File: config.mk
export PLATFORM = sky130hd
export DESIGN_NAME = hvcsr_bank
export DESIGN_NICKNAME = d
export VERILOG_FILES = /design/src/rtl/hvcsr_pkg.sv /design/src/rtl/hvcsr_gate.sv /design/src/rtl/hvcsr_plain_bank.sv /design/src/rtl/hvcsr_irq_alias.sv /design/src/rtl/hvcsr_bank.sv
export SDC_FILE = /design/constraint.sdc
export NUM_CORES = 1
export LEC_CHECK = 0
export BUFFER_PORTS_ARGS = -buffer_cell sky130_fd_sc_hd__buf_2
export CORE_MARGIN = 3
export CORE_UTILIZATION = 45
export CTS_CLUSTER_DIAMETER = 80
export DETAILED_ROUTE_END_ITERATION = 7
export PLACE_DENSITY = 0.67
export SYNTH_ARGS = -nofsm -noshare
export SYNTH_HDL_FRONTEND = slang
export SYNTH_SLANG_ARGS = --single-unit
File: constraint.sdc
create_clock -name clk -period 24.1 [get_ports clk]
set_clock_uncertainty 0.1 [all_clocks]
set_input_delay 4.82 -clock clk [delete_from_list [all_inputs] [get_ports clk]]
set_output_delay 4.82 -clock clk [all_outputs]
set_load 0.1 [all_outputs]
File: src/rtl/hvcsr_pkg.sv
// Package: shared encodings for the hypervisor register bank.
// Assumes a 12-bit register address and a 2-bit privilege code.
package hvcsr_pkg;

    typedef enum logic [1:0] {
        OP_NONE  = 2'b00,
        OP_READ  = 2'b01,
        OP_WRITE = 2'b10,
        OP_RMW   = 2'b11
    } csr_op_e;

    localparam logic [1:0] PRIV_U = 2'd0;
    localparam logic [1:0] PRIV_S = 2'd1;
    localparam logic [1:0] PRIV_M = 2'd3;

    // Slot numbering: plain registers first, then the two interrupt windows
    localparam int NUM_PLAIN = 7;
    localparam int SLOT_HIE  = NUM_PLAIN;
    localparam int SLOT_HIP  = NUM_PLAIN + 1;
    localparam int NUM_SLOTS = NUM_PLAIN + 2;

    // Positions of the virtual-supervisor interrupt bits in pending/enable words
    localparam int VS_SOFT_BIT = 2;
    localparam int VS_TIME_BIT = 6;
    localparam int VS_EXT_BIT  = 10;

    // Address of each slot
    function automatic logic [11:0] slot_addr(input int s);
        case (s)
            0:       return 12'h600;   // status
            1:       return 12'h602;   // exception delegation
            2:       return 12'h603;   // interrupt delegation
            3:       return 12'h606;   // counter enable
            4:       return 12'h643;   // trap value
            5:       return 12'h64A;   // trap instruction
            6:       return 12'h680;   // guest translation root
            7:       return 12'h604;   // interrupt enable window
            8:       return 12'h644;   // interrupt pending window
            default: return 12'h000;
        endcase
    endfunction

endpackage

File: src/rtl/hvcsr_gate.sv
// Access gate and address decode.
// Produces a one-hot slot select that is nonzero only for a legal, active
// request; assumes extension straps and privilege are stable for the cycle.
module hvcsr_gate
    import hvcsr_pkg::*;
(
    input  logic [11:0]          addr,
    input  csr_op_e              op,
    input  logic [1:0]           priv,
    input  logic                 virt_on,
    input  logic                 has_s,
    input  logic                 has_h,
    output logic                 illegal,
    output logic [NUM_SLOTS-1:0] sel
);

    logic [NUM_SLOTS-1:0] match;
    logic                 ctx_ok;
    logic                 active;

    // One comparator per mapped slot
    for (genvar s = 0; s < NUM_SLOTS; s++) begin : g_match
        assign match[s] = (addr == slot_addr(s));
    end

    // Privilege / extension check and final select
    always_comb begin
        ctx_ok  = has_s && has_h &&
                  ((priv == PRIV_M) || ((priv == PRIV_S) && !virt_on));
        active  = (op != OP_NONE);
        illegal = active && !(ctx_ok && (|match));
        sel     = (active && !illegal) ? match : '0;
    end

endmodule

File: src/rtl/hvcsr_plain_bank.sv
// Plain full-width registers updated by masked merge.
// Assumes sel is one-hot or zero; the effective mask encodes the operation.
module hvcsr_plain_bank #(
    parameter int XLEN    = 64,
    parameter int NUM_REG = 7
) (
    input  logic               clk,
    input  logic               rst_n,
    input  logic [NUM_REG-1:0] sel,
    input  logic [XLEN-1:0]    wdata,
    input  logic [XLEN-1:0]    wmask,
    output logic [XLEN-1:0]    rdata
);

    logic [XLEN-1:0] regs [NUM_REG];

    // One storage register per slot
    for (genvar i = 0; i < NUM_REG; i++) begin : g_reg
        always_ff @(posedge clk) begin
            if (!rst_n)
                regs[i] <= '0;
            else if (sel[i])
                regs[i] <= (regs[i] & ~wmask) | (wdata & wmask);
        end
    end

    // OR-mux of the selected old value
    always_comb begin
        rdata = '0;
        for (int i = 0; i < NUM_REG; i++)
            if (sel[i]) rdata = rdata | regs[i];
    end

endmodule

File: src/rtl/hvcsr_irq_alias.sv
// Owner of the machine pending and enable words, with the hypervisor
// windows onto their virtual-supervisor bits. Machine updates win over a
// same-cycle window access.
module hvcsr_irq_alias
    import hvcsr_pkg::*;
#(
    parameter int XLEN = 64
) (
    input  logic            clk,
    input  logic            rst_n,
    input  logic            sel_hie,
    input  logic            sel_hip,
    input  logic [XLEN-1:0] wdata,
    input  logic [XLEN-1:0] wmask,
    input  logic            mach_we,
    input  logic            mach_mie,
    input  logic [XLEN-1:0] mach_data,
    output logic [XLEN-1:0] mip,
    output logic [XLEN-1:0] mie,
    output logic [XLEN-1:0] rdata
);

    localparam logic [XLEN-1:0] VS_MASK = (XLEN'(1) << VS_SOFT_BIT) |
                                          (XLEN'(1) << VS_TIME_BIT) |
                                          (XLEN'(1) << VS_EXT_BIT);

    logic [XLEN-1:0] vs_mask;

    // Restrict the effective mask to the window bits
    assign vs_mask = wmask & VS_MASK;

    // Pending word update
    always_ff @(posedge clk) begin
        if (!rst_n)
            mip <= '0;
        else if (mach_we && !mach_mie)
            mip <= mach_data;
        else if (sel_hip)
            mip <= (mip & ~vs_mask) | (wdata & vs_mask);
    end

    // Enable word update
    always_ff @(posedge clk) begin
        if (!rst_n)
            mie <= '0;
        else if (mach_we && mach_mie)
            mie <= mach_data;
        else if (sel_hie)
            mie <= (mie & ~vs_mask) | (wdata & vs_mask);
    end

    // Window read data
    always_comb begin
        if (sel_hie)      rdata = mie & VS_MASK;
        else if (sel_hip) rdata = mip;
        else              rdata = '0;
    end

endmodule

File: src/rtl/hvcsr_bank.sv
// Top: hypervisor register bank. Read data and illegal flag are
// combinational; updates land on the next rising edge.
module hvcsr_bank
    import hvcsr_pkg::*;
#(
    parameter int XLEN = 64
) (
    input  logic            clk,
    input  logic            rst_n,
    input  logic [11:0]     csr_addr,
    input  logic [1:0]      csr_op,
    input  logic [XLEN-1:0] csr_wdata,
    input  logic [XLEN-1:0] csr_wmask,
    input  logic [1:0]      priv,
    input  logic            virt_on,
    input  logic            has_s,
    input  logic            has_h,
    input  logic            mach_wr_en,
    input  logic            mach_wr_mie,
    input  logic [XLEN-1:0] mach_wr_data,
    output logic [XLEN-1:0] csr_rdata,
    output logic            csr_illegal,
    output logic [XLEN-1:0] mip_o,
    output logic [XLEN-1:0] mie_o
);

    csr_op_e              op;
    logic [NUM_SLOTS-1:0] sel;
    logic [XLEN-1:0]      eff_mask;
    logic [XLEN-1:0]      plain_rd;
    logic [XLEN-1:0]      irq_rd;

    // Every operation becomes a masked merge
    always_comb begin
        op = csr_op_e'(csr_op);
        case (op)
            OP_WRITE: eff_mask = '1;
            OP_RMW:   eff_mask = csr_wmask;
            default:  eff_mask = '0;
        endcase
    end

    hvcsr_gate u_gate (
        .addr    (csr_addr),
        .op      (op),
        .priv    (priv),
        .virt_on (virt_on),
        .has_s   (has_s),
        .has_h   (has_h),
        .illegal (csr_illegal),
        .sel     (sel)
    );

    hvcsr_plain_bank #(.XLEN(XLEN), .NUM_REG(NUM_PLAIN)) u_plain (
        .clk   (clk),
        .rst_n (rst_n),
        .sel   (sel[NUM_PLAIN-1:0]),
        .wdata (csr_wdata),
        .wmask (eff_mask),
        .rdata (plain_rd)
    );

    hvcsr_irq_alias #(.XLEN(XLEN)) u_irq (
        .clk       (clk),
        .rst_n     (rst_n),
        .sel_hie   (sel[SLOT_HIE]),
        .sel_hip   (sel[SLOT_HIP]),
        .wdata     (csr_wdata),
        .wmask     (eff_mask),
        .mach_we   (mach_wr_en),
        .mach_mie  (mach_wr_mie),
        .mach_data (mach_wr_data),
        .mip       (mip_o),
        .mie       (mie_o),
        .rdata     (irq_rd)
    );

    // Combine read paths (each is zero when unselected)
    assign csr_rdata = plain_rd | irq_rd;

endmodule

==> results of run 1 <==
-- registers in the layout (all words and copies together) (netlist names), named ones only --
name,flops
u_irq.mip,61
u_plain.regs,448
u_irq.mie,61
-- area by class of cell --
type	instances	area, um^2
fill	5438	28250
sequential	576	16020
multi-input combinational	1929	10910
timing repair buffer	444	2325
clock buffer	103	1962
tap	782	978.4
clock inverter	17	115.1
inverter	6	25.02
antenna	1	2.502
-- cells in the final DEF, fill, tap and decap left out, types with 3 or more instances in the layout --
cell type,count
o211ai_1,122
buf_4,41
o21ai_0,12
clkinv_2,9
mux2_2,64
nand4_1,5
dfxtp_1,128
nand2_1,673
and3_1,62
o21ai_4,5
inv_1,5
mux2i_1,7
a311o_1,3
nor3_1,7
nand4_4,4
clkbuf_1,26
nand2_4,4
or3_1,4
clkbuf_8,4
buf_2,403
edfxtp_1,448
nor2_1,29
a21oi_1,451
o21ai_1,62
nor4_2,3
clkinv_1,4
o221ai_1,3
a22oi_1,128
nand2b_1,3
a2bb2oi_1,61
a21boi_0,122
clkbuf_16,72
a31oi_1,65
-- worst max-delay path by stage --
stage                      startpoint            end  slack (ns)  cells after the start
final                     csr_addr[1]  csr_rdata[57]       10.45                      8
after global routing      csr_addr[1]  csr_rdata[57]       10.44                      8
after CTS                 csr_addr[1]  csr_rdata[57]       10.68                      8
after detailed placement  csr_addr[1]  csr_rdata[57]       10.67                      8
after global placement    csr_addr[1]  csr_rdata[57]       10.74                      8
after floorplan           csr_addr[0]    csr_illegal       11.33                      7
-- per-layer routing --
metal | track usage | part of all wire
met5 | 0 | 0.00062
met4 | 0.09764 | 0.032
met3 | 0.07829 | 0.11
met2 | 0.4807 | 0.47
met1 | 0.3877 | 0.39
-- cells by family (layout without fill, tap and decap cells) --
family          count (synthesis)  after routing
simple gates                  820            820
xor+xnor                        1              1
other cells                     0              1
buf+inv                       212            570
mux                            71             71
flops                         576            576
compound gates               1037           1037
-- through the flow --
stage          instance area [um^2]  setup WS (ns)    util  total power (W)  hold WS [ns]
6_report                      32330          10.45  0.5337         0.002347        0.3655
3_5_place_dp                  30250          10.67  0.4994         0.001389        0.3587
3_3_place_gp                  30250          10.74  0.4994         0.001384        0.3484
5_1_grt                       32330          10.44  0.5336         0.002417        0.3857
4_1_cts                       32330          10.68  0.5336         0.002357        0.3664
2_1_floorplan                 27680          11.33       -         0.001308        0.4496
-- report_power, final --
part	leakage, nW	internal (W)	switching [W]
sequential	5.67	0.00110	0.0000220
combinational	5.31	0.0000537	0.000193
clock	1.02	0.000572	0.000404
total	12.0	0.00173	0.000619
-- worst max-delay path, cell delays in order --
cell and delay (ns):
buf_4 0.36, buf_4 0.72, nand4b_1 0.30, nor4b_4 0.49, and3_4 0.87, a2bb2oi_1 0.15
o211ai_1 0.27, buf_2 0.52
==> results.py, run 1 <==
metrics = {
    "floorplanning": {
        "initial_utilization": 0.4568,
        "core_um2": 60580,
        "die_h_um": 254.0,
        "fp-row-count": 90,
        "die-width_um": 254.0,
        "io_pins": 408,
        "dieArea_um2": 64510,
    },
    "clocking": {
        "post_cts_resized": 0,
        "cts_hold_buffers": 0,
        "clkLatencyLatePin_ns": 0.60,
        "clock_path_buffers": 3,
        "numCtsBuffers": 66,
        "post-cts-setup-buffers": 0,
        "cts-htree-levels": 3,
        "ctsRootBufferMaster": "clkbuf_16",
        "path_clk_slew_ns": 0.06,
        "cts.sinks": 576,
        "cts_tree": "yes",
    },
    "sta": {
        "final_max_slew_viol_count": 0,
        "slew_headroom": 0.2039,
        "finalCriticalPeriod_ns": 13.65,
        "setup_viol_count_final": 0,
        "rsz0062_at_grt": "false",
        "fin_crit_sh": 0.5664,
        "tightest_slew_ns": 1.194,
        "fmax_mhz": 73.25,
        "fin_setup_tns_ns": 0,
        "hold_viol": 0,
    },
    "global_routing": {
        "antenna_found_initial": 5,
        "grt_util_all_layers": 0.2962,
        "grt_pass1_vias": 23603,
        "grt_max_degree": 76,
        "grt_overflow": 0,
        "grt_pass1_wl_um": 145000,
    },
    "logic_synthesis": {
        "yosysTopAreaCell": "edfxtp_1",
        "ys_types": 51,
        "synth_xor_area_frac": 0.0003165,
        "synthSimpleGateAreaFrac": 0.1248,
        "synth_flop_cell": "edfxtp_1",
        "synth_top_family_by_area": "compound AO/OA/AOI/OAI gates",
        "synthAdderAreaFrac": 0,
        "synth_compound_area_frac": 0.2336,
        "synth_mux_area_frac": 0.02857,
        "synth_area_leaders": "edfxtp_1 49%, dfxtp_1 9.3%, nand2_1 9.2%",
        "syn_area_per_cell_um2": 10.19,
        "synth_seq_cells": 576,
        "synth_top_cell_area_share": 0.4861,
        "synth_edf_count": 448,
        "syn_area_um2": 27680,
        "ys_async_sr_fraction": 0,
        "synth_cells": 2717,
        "ys_top_cells_by_count": "675 x nand2_1, 451 x a21oi_1, 448 x edfxtp_1",
        "yosys_warnings": 0,
        "yosysSeqAreaShare": 0.5787,
        "synth.net_count": 2932,
        "synthMostInstantiatedCell": "nand2_1",
    },
    "final_layout": {
        "drive_above_1_share": 0.2049,
        "fin_nets": 3238,
        "area_growth_pct": 16.83,
        "final_cells": 3858,
    },
    "routing": {
        "detail-route-antenna-nets": 0,
        "num_vias": 24353,
        "drcViolationCount": 0,
        "wl_um": 98400,
        "dr.pass1.iters": 7,
        "viasPerCell": 6.312,
        "drtIter0Drc": 2806,
        "post_drt_wl_per_cell_um": 25.51,
    },
    "pwr": {
        "vdd_drop_max_mv": 0.04872,
        "power_density_nw_per_um2": 72.60,
        "leakagePower_nw": 12.00,
    },
    "critical_path": {
        "worstPathArrival_ns": 8.73,
        "r2r_cells": 2,
        "rrSetupSlack_ns": 23.09,
        "reg2reg_from": "u_plain.regs[1][70]",
        "criticalPathCategory": "primary input to output port",
        "cp-start-kind": "primary input",
        "end_kind": "output port",
        "rr_endpoint": "u_plain.regs[1][70]",
        "cp_data_required_time_ns": 19.18,
        "cp_max_fo": 61,
    },
    "placement": {
        "numPlacedInstances": 3737,
        "io_buffers": 407,
        "dp_hpwl_um": 59800,
        "gp_congestion": 0.8740,
    },
    "hold_path": {
        "min_path_cells": 2,
        "holdPathEnd": "u_irq.mie[38]",
        "hp-class": "register to register",
        "hp-start": "u_irq.mie[38]",
    },
    "outcome": {
        "status": "finished, final reports clean",
    },
    "job": {
        "drv_cap": 0,
    },
}
No activity file was read; power rests on OpenSTA's default activity.
==> run 2, diff against run 1 <==
Settings changed: PLACE_DENSITY 0.67 to 0.7.
Clock period 24.1 ns to 12.1 ns, I/O delays scaled along.
==> results.py, run 2 (synthesized netlist as in run 1, its figures left out) <==
metrics = {
    "clocking": {
        "cts-htree-levels": 3,
        "cts.sinks": 576,
        "path_clk_slew_ns": 0.05,
        "post-cts-setup-buffers": 0,
        "clkLatencyLatePin_ns": 0.58,
        "ctsRootBufferMaster": "clkbuf_16",
        "cts_hold_buffers": 0,
        "clock_path_buffers": 3,
        "numCtsBuffers": 66,
        "cts_tree": "yes",
        "post_cts_resized": 0,
    },
    "final_layout": {
        "n_antenna_cell": 0,
        "utilization": 0.5329,
        "fin_area_um2": 32290,
        "layout_common_cells": "673 x nand2_1, 451 x a21oi_1, 448 x edfxtp_1",
        "final_common_cell": "nand2_1",
        "largest-register": "u_plain.regs",
        "fin_nets": 3238,
        "area_growth_pct": 16.66,
        "reg_top3": "u_plain.regs x448, u_irq.mie x61, u_irq.mip x61",
        "drive_above_1_share": 0.2056,
        "final_cells": 3856,
        "largest_register_ffs": 448,
    },
    "sta": {
        "tightest_slew_ns": 1.159,
        "fin_crit_sh": 0.6974,
        "slew_headroom": 0.2274,
        "fin_setup_tns_ns": 0,
        "setup_viol_count_final": 0,
        "finalCriticalPeriod_ns": 8.438,
        "final_max_slew_viol_count": 0,
        "rsz0062_at_grt": "false",
        "hold_viol": 0,
        "fmax_mhz": 118.5,
    },
    "placement": {
        "numPlacedInstances": 3737,
        "gp_congestion": 0.8538,
        "place_area_um2": 30250,
        "dp_hpwl_um": 61020,
        "io_buffers": 407,
    },
    "job": {
        "drv_cap": 0,
    },
    "routing": {
        "dr.pass1.iters": 5,
        "num_vias": 24235,
        "drcViolationCount": 0,
        "viasPerCell": 6.285,
        "detail-route-antenna-nets": 0,
        "wl_um": 96010,
        "drtIter0Drc": 2843,
        "post_drt_wl_per_cell_um": 24.90,
    },
    "floorplanning": {
        "io_pins": 408,
        "die-width_um": 254.0,
        "dieArea_um2": 64510,
        "die_h_um": 254.0,
        "initial_utilization": 0.4568,
        "fp-row-count": 90,
        "core_um2": 60580,
    },
    "global_routing": {
        "grt_overflow": 0,
        "grt_util_all_layers": 0.2895,
        "grt_max_degree": 106,
        "grt_pass1_wl_um": 142900,
        "antenna_found_initial": 7,
        "grt_pass1_vias": 23663,
    },
    "pwr": {
        "internal_power_w": 0.003417,
        "leakagePower_nw": 11.98,
        "power_frac_seq": 0.483,
        "vdd_drop_max_mv": 0.1008,
        "power_w": 0.004648,
        "swShare": 0.2649,
        "power_density_nw_per_um2": 144.0,
        "pwr-share-comb": 0.105,
        "switchingPower_w": 0.001231,
        "pwr-share-clk": 0.413,
    },
    "outcome": {
        "status": "finished, final reports clean",
    },
    "hold_path": {
        "hp-class": "register to register",
    },
    "critical_path": {
        "end_kind": "output port",
        "cp_max_fo": 35,
        "cp-start-kind": "primary input",
        "cp_data_required_time_ns": 9.58,
        "criticalPathCategory": "primary input to output port",
        "worstPathArrival_ns": 5.92,
    },
}
## run 2: changes by cell type in the layout (fill, tap and decap cells not counted), moves of 2 or more
cell       delta
clkbuf_4      +2
clkinv_1      +4
clkbuf_8      +2
clkbuf_1      -7
clkbuf_16     -3
## run 2: final cells by class
type | instances | area [um^2]
clock buffer | 97 | 1903
clock inverter | 22 | 137.6
fill | 5389 | 28300
inverter | 6 | 25.02
multi-input combinational | 1929 | 10900
sequential | 576 | 16020
tap | 782 | 978.4
timing repair buffer | 444 | 2325
## run 2: worst paths after layout
check / from / endpoint / slack (ns) / cells past startpoint
hold / removal: u_irq.mie[45] / u_irq.mie[45] / 0.36 / 2
hold reg to reg: u_irq.mie[45] / u_irq.mie[45] / 0.36 / 2
setup reg to reg: u_plain.regs[1][2] / u_plain.regs[1][2] / 11.05 / 2
setup / recovery: csr_addr[0] / csr_rdata[56] / 3.66 / 8
## run 2: worst max-delay path, stage by stage
cell and delay (ns):
buf_4 0.47, nand2_1 0.36, nor2_4 0.88, buf_4 0.62, a22oi_1 0.17, a2bb2oi_1 0.19, o211ai_1 0.23, buf_2 0.51
## run 2: metrics by stage
stage	hold WS, ns	setup slack, ns
floorplan	0.4496	1.810
global placement	0.3503	3.803
detailed placement	0.3587	3.765
CTS	0.3663	3.709
global route	0.3801	3.536
finish	0.3620	3.662
## run 2: power by group through the flow
stage | Combinational (W) | Clock, W | Sequential, W
floorplan | 0.000185 | 0 | 0.00242
global placement | 0.000474 | 0 | 0.00228
detailed placement | 0.000480 | 0 | 0.00228
CTS | 0.000482 | 0.00194 | 0.00224
global route | 0.000516 | 0.00202 | 0.00225
finish | 0.000486 | 0.00192 | 0.00224
## run 2: layer usage
metal / GRT usage / wire (um) / vias to the layer above
met4: 0.1193 / 3823 / 8
met2: 0.4664 / 44480 / 1424
met3: 0.05547 / 9376 / 238
met5: 0 / 43 / -
li1: - / - / 10773
met1: 0.3857 / 38290 / 11792
